==> config.mk <==
export PLATFORM = sky130hd
export DESIGN_NAME = fetch_rate_chaser
export DESIGN_NICKNAME = d
export VERILOG_FILES = /design/src/rtl/chaser_pkg.sv /design/src/rtl/fetch_edge.sv /design/src/rtl/step_pacer.sv /design/src/rtl/position_ring.sv /design/src/rtl/fetch_rate_chaser.sv
export SDC_FILE = /design/constraint.sdc
export NUM_CORES = 1
export LEC_CHECK = 0
export ABC_AREA = 1
export BUFFER_PORTS_ARGS = -buffer_cell sky130_fd_sc_hd__buf_2
export CORE_UTILIZATION = 45
export DETAILED_ROUTE_END_ITERATION = 8
export PLACE_DENSITY = 0.77
export SYNTH_ARGS = -nofsm -noshare
export SYNTH_HDL_FRONTEND = slang
export SYNTH_HIERARCHICAL = 1
export SYNTH_SLANG_ARGS = --single-unit
export TNS_END_PERCENT = 5
==> constraint.sdc <==
create_clock -name clk -period 1.55 [get_ports clk]
set_clock_uncertainty 0.05 [all_clocks]
set_input_delay 0.31 -clock clk [delete_from_list [all_inputs] [get_ports clk]]
set_output_delay 0.31 -clock clk [all_outputs]
set_load 0.01 [all_outputs]
==> src/rtl/chaser_pkg.sv <==
package chaser_pkg;
  localparam int unsigned NUM_LEDS = 8;
  localparam int unsigned POS_W    = $clog2(NUM_LEDS);
  typedef logic [POS_W-1:0] pos_t;
endpackage

==> src/rtl/fetch_edge.sv <==
module fetch_edge (
  input  logic clk,
  input  logic rst_n,
  input  logic m1_in,
  output logic fetch_rise
);
  logic m1_q;

  always_ff @(posedge clk or negedge rst_n) begin
    if (!rst_n) m1_q <= 1'b0;
    else        m1_q <= m1_in;
  end

  assign fetch_rise = m1_in & ~m1_q;
endmodule

==> src/rtl/step_pacer.sv <==
module step_pacer #(
  parameter int unsigned LIMIT    = 62500,
  parameter int unsigned PRESC_W  = 24,
  parameter logic [PRESC_W-1:0] SLOW_MIN = 24'h0FFFFF
) (
  input  logic               clk,
  input  logic               rst_n,
  input  logic               fetch_rise,
  input  logic [PRESC_W-1:0] prescale,
  output logic               slow_mode,
  output logic               step
);
  localparam int unsigned CNT_W = (LIMIT > 2) ? $clog2(LIMIT) : 1;
  localparam logic [CNT_W-1:0] LAST = CNT_W'(LIMIT - 1);

  logic [CNT_W-1:0] cnt;

  assign slow_mode = (prescale >= SLOW_MIN);
  assign step      = fetch_rise & (slow_mode | (cnt == LAST));

  always_ff @(posedge clk or negedge rst_n) begin
    if (!rst_n)          cnt <= '0;
    else if (step)       cnt <= '0;
    else if (fetch_rise) cnt <= cnt + 1'b1;
  end

  // the counter never reaches its limit
  p_cnt_below_limit_r4: assert property (@(posedge clk) disable iff (!rst_n)
    cnt <= LAST);
endmodule

==> src/rtl/position_ring.sv <==
module position_ring
  import chaser_pkg::*;
(
  input  logic clk,
  input  logic rst_n,
  input  logic step,
  output pos_t pos
);
  always_ff @(posedge clk or negedge rst_n) begin
    if (!rst_n)    pos <= '0;
    else if (step) pos <= pos + 1'b1;
  end
endmodule

==> src/rtl/fetch_rate_chaser.sv <==
module fetch_rate_chaser
  import chaser_pkg::*;
#(
  parameter int unsigned FETCHES_PER_STEP = 62500,
  parameter int unsigned PRESC_W          = 24,
  parameter logic [PRESC_W-1:0] SLOW_MIN  = 24'h0FFFFF
) (
  input  logic               clk,
  input  logic               rst_n,
  input  logic               m1_active,
  input  logic [PRESC_W-1:0] prescale,
  input  logic               boot_ctx,
  output logic [NUM_LEDS-1:0] led
);
  logic fetch_rise;
  logic slow_mode;
  logic step;
  pos_t pos;

  fetch_edge u_edge (
    .clk       (clk),
    .rst_n     (rst_n),
    .m1_in     (m1_active),
    .fetch_rise(fetch_rise)
  );

  step_pacer #(
    .LIMIT   (FETCHES_PER_STEP),
    .PRESC_W (PRESC_W),
    .SLOW_MIN(SLOW_MIN)
  ) u_pacer (
    .clk       (clk),
    .rst_n     (rst_n),
    .fetch_rise(fetch_rise),
    .prescale  (prescale),
    .slow_mode (slow_mode),
    .step      (step)
  );

  position_ring u_ring (
    .clk  (clk),
    .rst_n(rst_n),
    .step (step),
    .pos  (pos)
  );

  assign led[0] = boot_ctx;
  for (genvar k = 1; k < NUM_LEDS; k++) begin : g_point
    assign led[k] = (pos == POS_W'(k));
  end

  // the position holds or steps by exactly one
  p_single_step_r6: assert property (@(posedge clk) disable iff (!rst_n)
    (pos == $past(pos)) || (pos == $past(pos) + 1'b1));

  // no movement without a counted fetch
  p_still_without_fetch_r6: assert property (@(posedge clk) disable iff (!rst_n)
    !fetch_rise |=> $stable(pos));

  // in slow mode every counted fetch moves the point
  p_slow_every_fetch_r5: assert property (@(posedge clk) disable iff (!rst_n)
    (fetch_rise && slow_mode) |=> (pos == $past(pos) + 1'b1));

  // at most one running-point LED is lit
  p_one_point_r7: assert property (@(posedge clk) disable iff (!rst_n)
    $onehot0(led[NUM_LEDS-1:1]));
endmodule

* After elaboration in Yosys (flattened, before gate mapping)
Index checks and enable logic that the tools add are counted.
** Word-level totals
- Register bits :: 20
- Latch bits :: 0
- RAM bits :: 0
- ROM bits :: 0
- Input bits :: 28
- Output and inout port bits :: 8
- Word-level logic and storage cells :: 21
- Memories :: 0
** Cells by class
- $add $sub $neg :: 2
- $mul :: 0
- Div/mod/pow operators :: 0
- Order comparisons :: 1
- Eq/ne operators :: 8
- Shifts and indexed selects :: 0
- Mux-type cells :: 2
- Bitwise gates (word level) :: 4
- Reductions and logical operators :: 1
** Operators by type and width (number)
- 2-to-1 mux 16 bit :: 2
- >= comparator 24 x 20 -> 1 bit, second input constant :: 1
- adder 16 x 1 -> 16 bit, second input constant :: 1
- == test 16 bit, second input constant :: 1
- == test 3 bit, second input constant :: 4
- == test 3 x 2 -> 1 bit, second input constant :: 2
- adder 3 x 1 -> 3 bit, second input constant :: 1
- == test 3 x 1 -> 1 bit, second input constant :: 1
- bitwise AND 1 bit :: 2
- nonzero test 2 bit :: 1
- inverter 1 bit :: 1
- OR 1 bit :: 1

* Logic depth before layout (Yosys ltp)
Gate-level depths: netlist of the first run.
- Depth in word-level cells :: 4
- Mapped depth :: 14
- Mapped depth without buffers :: 13

* Hierarchy
Netlist of the first run, hierarchy kept.
** Modules (own cells, without submodules)
- step_pacer :: instances 1, cells an instance 174, area each 1143.6 µm², sequential area each 400.4 µm²
- position_ring :: instances 1, cells an instance 14, area each 132.6 µm², sequential area each 75.1 µm²
- fetch_rate_chaser :: instances 1, cells an instance 15, area each 60.1 µm², sequential area each 0.0 µm²
- fetch_edge :: instances 1, cells an instance 3, area each 35.0 µm², sequential area each 25.0 µm²

* Worst setup path before layout of the first run
OpenSTA, ideal clock, no wires.
- Path kind :: register to register
- Start point :: register u_pacer.cnt[1]
- End point :: register u_ring.pos[2]
- Library setup time :: 113 ps
- Arrival time :: 1354 ps
- Data required time :: 1387 ps
- Path slack :: 33 ps
- Stages on the path, launching flop included :: 14
- Path buffers :: 1
- Clock period less this slack :: 1517 ps
- Cell sequence :: dfrtp_1 -> ha_1 -> nand2_1 -> inv_1 -> nand2_1 -> nor2_1 -> nand2_1 -> nand3_1 -> nand2_1 -> inv_2 -> buf_6 -> nand3_1 -> nand2_1 -> inv_1
** Between the ends
- Cells in the longest elaborated chain, start to end :: 3
** RTL lines
- from (decl) :: line step_pacer.sv:16 : logic [CNT_W-1:0] cnt;
- from (signal assigned) :: line step_pacer.sv:24 : else if (fetch_rise) cnt <= cnt + 1'b1;
- == test 16 bit :: line step_pacer.sv:19 : assign step = fetch_rise & (slow_mode | (cnt == LAST));
- OR 1 bit :: line step_pacer.sv:19
- bitwise AND 1 bit :: line step_pacer.sv:19
- named net step :: line fetch_rate_chaser.sv:17 : logic step;
- to (signal assigned) :: line position_ring.sv:11 : else if (step) pos <= pos + 1'b1;
- to (decl) :: line position_ring.sv:7 : output pos_t pos
The timed path passes the listed nets, and every way through them passes these cells.
A chain may end at the register's enable or synchronous reset.

* Final worst setup path of the first run
- Start point :: register u_pacer.cnt[0]
- End point :: register u_pacer.cnt[8]
** Between the ends
- Cells in the longest elaborated chain, start to end :: 4
- Elaborated cells on any way between the ends :: 7
- Those cells by class :: add/sub: 1; eq/ne: 1; mux: 2; bitwise: 2; reduce/logical: 1
** RTL lines
- branches (longest 4 deep; another with adder 16 x 1 -> 16 bit)
Parallel ways; which one is timed is not known. The select of a mux whose other input is x is not followed.

==> summary.md, run 1 <==
| Metric | Value |
|---|---|
| Worst Hold Depth | 1 |
| Routing usage on met3 | 0.0295 |
| Register area share after synthesis | 0.365 |
| ANT nets after route | 0 |
| WP buf/inv | 1 |
| Syn_nets | between 200 and 250 |
| Reg2reg setup slack | slightly below 0.03 ns |
| Final WL | a little over 3 mm |
| M2 GR Usage | 0.341 |
| Core area | around 0.0028 sq mm |
| Worst-path cell chain | ha_2 -> buf_4 -> nand3_1 -> nor2_2 -> nand2_1 -> nor2_2 -> xor2_1 -> nor2_1 |
| Initial Util | 0.485 |
| Chip height | ~57 microns |
| WL/cell | approximately 11 microns |
| TritonCTS clock tree | done |
| Gp weighted congestion | 0.896 |
| Synth Area in XOR/XNOR | 0.0447 |
| Inst Count DP | ~280 |
| Endpoints failing setup | 0 |
| Required @ worst endpoint | about 1.7 ns |
| P per Cell Area | a little under 700 mW/mm^2 |
| Crit path max fanout | 3 |
| Cell count after synthesis | roughly 210 |
| Tot GR Track Use | 0.196 |
| I/O pin count | 36 |
| GR Util met1 | 0.245 |
| Vias in the first global route | around 1.2k |
| Setup CP Type | register to register |
| Vias | 1371 |
| Initial antenna violation count | 0 |
| Crit-path most repeated cell | nor2_2 |
| Via density | ~4.8 |
| Maximum buffer depth of the clock tree | 2 |
| Die ar. | 0.00327 sq mm |
| Commonest cells after routing, fill and taps aside | nand2_1, nor2_1, buf_2 |
| Dpl cell area | approximately 0.0016 sq mm |
| Synth Warn # | 6 |
| Worst Hold End | u_edge/m1_q$_DFF_PN0_ |
| Mux share of post-synthesis cell area | 0 |
| Port Buffers | 33 |
| FF-to-FF path depth | 8 |
| Clock slew at the register clock pins of the worst setup and hold paths | 0.10 ns |
| CP Capture Type | register |
| Area Growth Syn to Fin | 26.7% |
| Final Cell Area | 0.00174 sq mm |
| Fillers | ~260 |
| Final hold violations | 0 |
| R2R Path End | u_pacer/cnt[8]$_DFFE_PN0P_ |
| Run status | finished, violations left |
| 1st-iter DRT viols | 52 |
| Adder-Cell Fraction of Synth Area | 0.0182 |
| Leakage | 0.922 nW |
| Slew HR | 0.711 |
| Worst skew pair latency | between 0.2 and 0.3 ns |
| Compound-Gate Fraction of Synth Area | 0.0274 |
| MaxCap Viol Count | 0 |
| FF-to-FF Start | u_pacer/cnt[0]$_DFFE_PN0P_ |
| Final nets | 285 |
| Crit path DAT | 1.65 ns |
| Period utilization | 0.981 |
| Hold Path Class | input pin to register |
| Slew @ Worst Pin | around 0.43 ns |
| FMAX | 658 MHz |
| Synth unique cells | 22 |
| Total grt overflow | 0 |
| Syn Area/Cell | roughly 6.7 sq um |
| Min-delay src | m1_active |
| CP peak stage delay | approximately 0.37 ns |
| First-pass GRT wire length | 4.95 mm |
| Failing checks | DRC |
| Critical Path Start Type | register |
| #FFs+latches synth | 20 |
| Top delay family on crit path | simple AND/OR/NAND/NOR gates |
| # DRC | 6 |
| Drt first pass iters | 7 |
| Simple-gate share of the synthesized area | 0.443 |
| Minimum clock period | around 1.5 ns |
| Commonest non-fill, non-tap cell in the layout | nand2_1 |
| Clock Tree Root | clkbuf_4 |
| Rows | 19 |
| CTS sink count | 20 |
| Largest family of logic cells by synthesized area | simple AND/OR/NAND/NOR gates |
| Synthesized area | ~0.0014 sq mm |
| Total power | ~1.2 mW |
| Pin count of the biggest net entering global routing | 21 |
| Worst IR drop on VDD | 0.733 mV |
| Die Wd | 57.2 microns |
| CTS buffer count | 3 |
| Final count of pins violating max slew | 0 |
| Non-Filler Instances | 284 |
| CP max stage cell | dfrtp_1 |
| RSZ-0062 raised after global routing | true |
| # diodes | 0 |
| Layout cell share with drive strength beyond 1 | 0.277 |
| Final HPWL from detailed placement | about 2.3 mm |
| Fin util | 0.614 |
| Most Crowded Layer GR | met2 |
| CTS H-tree depth | 1 |
## cell families after synthesis
kind of cell | Yosys count
and+or+nand+nor | 138
buffers and inverters | 33
DFF | 20
xor gates and xnor gates | 7
AOI/OAI and AO/OA | 6
adders and majority gates | 2
## cell usage after synthesis
cell type | count | area, sq um
nand3_1 | 16 | 80.1
nor2_1 | 44 | 165
inv_2 | 1 | 3.75
dfrtp_1 | 20 | 500
nand2_2 | 1 | 6.26
o22ai_1 | 1 | 6.26
a31o_2 | 1 | 8.76
nor2_4 | 4 | 45.0
nand2_4 | 1 | 11.3
o21bai_1 | 1 | 7.51
o21ai_0 | 3 | 15.0
nor3_2 | 1 | 10.0
nand3b_1 | 1 | 7.51
nor3_1 | 4 | 20.0
ha_1 | 2 | 25.0
nor2_2 | 3 | 18.8
inv_1 | 29 | 109
nand2_1 | 60 | 225
buf_4 | 2 | 15.0
buf_6 | 1 | 11.3
xor2_1 | 7 | 61.3
nand4_1 | 3 | 18.8
## layout make-up
class	instances	area [sq um]	area share
flip-flops and latches	20	502	0.289
well taps	31	38.8	0.0223
repair buffers	47	289	0.166
multi-input cells	153	768	0.442
clock buffers	3	22.5	0.0130
inverters	30	118	0.0677
## timing repair
action                                 in CTS  in global routing
setup buffers                               2                  3
endpoints found under the hold margin      20                  0
hold buffers                                1                  0
setup endpoints to repair                  15                 21
gates resized for setup                     1                 14
pin swaps                                   1                  2
## state kept, by name, indices dropped and copies added, names as in the netlist
| signal | flops |
|---|---|
| u_edge/m1_q | 1 |
| u_pacer/cnt | 16 |
| u_ring/pos | 3 |
## worst max-delay path by stage
stage	startpoint	to	slack, ns	depth (start not counted)
final	u_pacer/cnt[0]$_DFFE_PN0P_	u_pacer/cnt[8]$_DFFE_PN0P_	0.03	8
after floorplan	u_pacer/cnt[1]$_DFFE_PN0P_	u_ring/pos[2]$_DFFE_PN0P_	0.03	13
after global placement	m1_active	u_pacer/cnt[10]$_DFFE_PN0P_	0.03	8
after global routing	u_pacer/cnt[1]$_DFFE_PN0P_	u_pacer/cnt[8]$_DFFE_PN0P_	-0.09	8
after detailed placement	u_pacer/cnt[0]$_DFFE_PN0P_	u_pacer/cnt[6]$_DFFE_PN0P_	-0.06	11
after CTS	u_pacer/cnt[1]$_DFFE_PN0P_	u_pacer/cnt[6]$_DFFE_PN0P_	0.009	11
## per-stage QoR
stage | setup WS (ns) | TNS [ns] | hold slack (ns)
floorplan | 0.0330 | 0 | -0.0356
global placement | 0.0321 | 0 | 0.222
detailed placement | -0.0595 | -0.568 | 0.226
CTS | 0.00941 | 0 | 0.0745
global route | -0.0912 | -0.364 | 0.0564
finish | 0.0296 | 0 | 0.0840
## power by group
part           switching, mW  internal [mW]  total (mW)
Combinational          0.188          0.154       0.343
Sequential            0.0650          0.564       0.629
Clock                  0.141         0.0901       0.231
Total                  0.394          0.809        1.20
## routing by layer
metal,share of wire,vias to the layer above
li1,-,721
met1,0.44,612
met2,0.50,34
met3,0.046,4
met4,0.014,0
met5,0,-
(Power assumes the default switching activity.)
==> inputs of run 2 (changes only) <==
BUFFER_PORTS_ARGS = default   (was -buffer_cell sky130_fd_sc_hd__buf_2)
CORE_ASPECT_RATIO = 1.4   (was default)
DONT_BUFFER_PORTS = 1   (was default)
PLACE_DENSITY = 0.67   (was 0.77)
clock period = 1.3 ns   (was 1.55 ns; I/O delays follow)
==> run 2 against run 1 <==
  * The flow finishes with violations (setup timing)
  * Worst hold slack improved by 0.044 ns
  * Highest routed layer unchanged
  * Clock-buffer cell count is the same
  * Final area increased by 7.0%
  * Flip-flop and latch count did not move
  * Critical path depth is 3 higher
  * Sequential share of layout area is 2.0 points lower
==> summary.md, run 2 (synthesis results as in run 1) <==
| Metric | Value |
|---|---|
| Clock Tree Root | clkbuf_8 |
| Crit path DAT | 1.59 ns (-0.06 ns) |
| FF+latch area | 500 sq um (-0.25%) |
| Final nets | 276 (-3.2%) |
| Fin worst setup slack | -0.147 ns (-0.177 ns) |
| Minimum clock period | 1.45 ns (-0.0734 ns) |
| Layout cell share with drive strength beyond 1 | 0.307 (+0.0307) |
| Crit-path most repeated cell | nand2_2 |
| I/O pin count | 36 (unchanged) |
| Final HPWL from detailed placement | 2.42 mm (+4.1%) |
| Initial Util | 0.477 (-0.00822) |
| Drt first pass iters | 4 (-3) |
| FMAX | 691 MHz (+5.1%) |
| Max reg flops | 16 (unchanged) |
| CP peak stage delay | 0.41 ns (+0.04 ns) |
| P per Cell Area | 802 mW/mm^2 (+16%) |
| Endpoints failing setup | 25 (+25) |
| Run status | finished, violations left |
| CTS H-tree depth | 1 (unchanged) |
| MaxCap Viol Count | 0 (unchanged) |
| Area Growth Syn to Fin | 35.6% |
| First-pass GRT wire length | 5.02 mm (+1.3%) |
| CP max stage cell | dfrtp_1 |
| CTS buffer count | 3 (unchanged) |
| Multi-input logic area | 841 sq um (+9.4%) |
| Period utilization | 1.11 (+0.132) |
| Total grt overflow | 0 (unchanged) |
| Via density | 4.90 (+1.4%) |
| Largest register by flop count | u_pacer/cnt |
| Rows | 23 (+4) |
| Chip height | 67.3 microns (+18%) |
| 1st-iter DRT viols | 25 (-52%) |
| Crit path max fanout | 7 (+4) |
| Vias | 1376 (+0.36%) |
| Top Registers | u_pacer/cnt: 16 flops, u_ring/pos: 3 flops, u_edge/m1_q: 1 flops |
| Total power | 1.49 mW (+24%) |
| Core area | 0.00288 sq mm (+1.7%) |
| Final count of pins violating max slew | 0 (unchanged) |
| Pin count of the biggest net entering global routing | 21 (unchanged) |
| Clock slew at the register clock pins of the worst setup and hold paths | 0.07 ns (-0.03 ns) |
| Fillers | 250 (-4.9%) |
| Final WL | 3.04 mm (-0.16%) |
| Hold Path Class | input pin to async pin |
| Fin util | 0.646 (+0.0318) |
| ANT nets after route | 0 (unchanged) |
| CTS sink count | 20 (unchanged) |
| Die ar. | 0.00328 sq mm (+0.10%) |
| Maximum buffer depth of the clock tree | 2 (unchanged) |
| Tot GR Track Use | 0.201 (+0.00522) |
| Slew HR | 0.442 (-0.269) |
| Worst skew pair latency | 0.25 ns (-0.04 ns) |
| Worst IR drop on VDD | 0.992 mV (+35%) |
| Critical Path Start Type | register |
| WL/cell | 10.8 microns (+0.90%) |
| TritonCTS clock tree | done |
| Port Buffers | 0 (-100%) |
| Commonest cells after routing, fill and taps aside | nand2_1, buf_4, nor2_1 |
| Final hold violations | 0 (unchanged) |
| CP Capture Type | register |
| Setup CP Type | register to register |
| Commonest non-fill, non-tap cell in the layout | nand2_1 |
| Failing checks | setup timing |
| Vias in the first global route | 1214 (-0.33%) |
| Initial antenna violation count | 0 (unchanged) |
| # DRC | 0 (-6) |
| Slew @ Worst Pin | 0.837 ns (+0.403 ns) |
| Gp weighted congestion | 0.820 (-8.5%) |
| Leakage | 0.931 nW (+0.99%) |
| Required @ worst endpoint | 1.44 ns (-0.24 ns) |
| # diodes | 0 (unchanged) |
| RSZ-0062 raised after global routing | true |
| Die Wd | 48.7 microns (-15%) |
| Worst-path cell chain | ha_4 -> nand2_2 -> inv_2 -> nand2_2 -> nor2_1 -> nand2_1 -> nand3_1 -> nand2_2 -> clkinv_4 -> buf_12 -> nor2_4 |
[run 2: layout make-up]
class / count / area share
sequential: 20 / 0.269
timing repair buffer: 38 / 0.168
tap: 37 / 0.0249
clock buffer: 3 / 0.0222
inverter: 30 / 0.0633
multi-input combinational: 153 / 0.452
[run 2: metal layers]
layer | global-route usage | up-vias | share of wire
li1 | - | 700 | -
met1 | 0.246 | 628 | 0.43
met2 | 0.363 | 43 | 0.51
met3 | 0.0135 | 5 | 0.040
met4 | 0.0882 | 0 | 0.017
met5 | 0 | - | 0
[run 2: path summary, 6_finish.rpt]
| path | startpoint | to | slack (ns) | depth (start not counted) |
|---|---|---|---|---|
| min in group clk | prescale[23] | u_pacer/cnt[1]$_DFFE_PN0P_ | 0.36 | 6 |
| hold / removal | rst_n | u_pacer/cnt[7]$_DFFE_PN0P_ | 0.13 | 1 |
| max in group asynchronous | rst_n | u_ring/pos[0]$_DFFE_PN0P_ | 0.55 | 1 |
| setup reg to reg | u_pacer/cnt[1]$_DFFE_PN0P_ | u_pacer/cnt[12]$_DFFE_PN0P_ | -0.15 | 11 |
| setup / recovery | u_pacer/cnt[1]$_DFFE_PN0P_ | u_pacer/cnt[12]$_DFFE_PN0P_ | -0.15 | 11 |
| hold reg to reg | u_ring/pos[0]$_DFFE_PN0P_ | u_ring/pos[0]$_DFFE_PN0P_ | 0.52 | 1 |
[run 2: report_power, final]
part	switching [mW]	total, mW	internal (mW)	leakage, nW
Combinational	0.231	0.357	0.127	0.639
Clock	0.174	0.380	0.206	0.0216
Sequential	0.0834	0.754	0.671	0.270
[run 2: what timing repair did]
action | in CTS | in global routing
pin swaps | 3 | 12
endpoints found under the setup margin | 25 | 46
hold buffers | 2 | 0
buffers inserted | 0 | 3
hold endpoints to repair | 21 | 0
resized for setup | 6 | 32
[run 2: stage by stage]
step | instances | hold WS, ns | TNS (ns) | cell area (sq um) | setup WS, ns
floorplan | 206 | -0.0856 | -1.11 | 1380 | -0.165
global placement | 273 | -0.0853 | -1.79 | 1650 | -0.152
detailed placement | 273 | -0.0853 | -2.74 | 1650 | -0.194
CTS | 278 | 0.362 | -2.75 | 1740 | -0.172
global route | 281 | 0.215 | -4.78 | 1860 | -0.241
finish | 281 | 0.129 | -2.45 | 1860 | -0.147
[run 2: worst max-delay path, delay by kind of cell (launching register included)]
kind	cells	cell delay, ns
flops	1	0.41
simple gates	7	0.46
fa+ha+maj	1	0.19
buf+inv	3	0.29
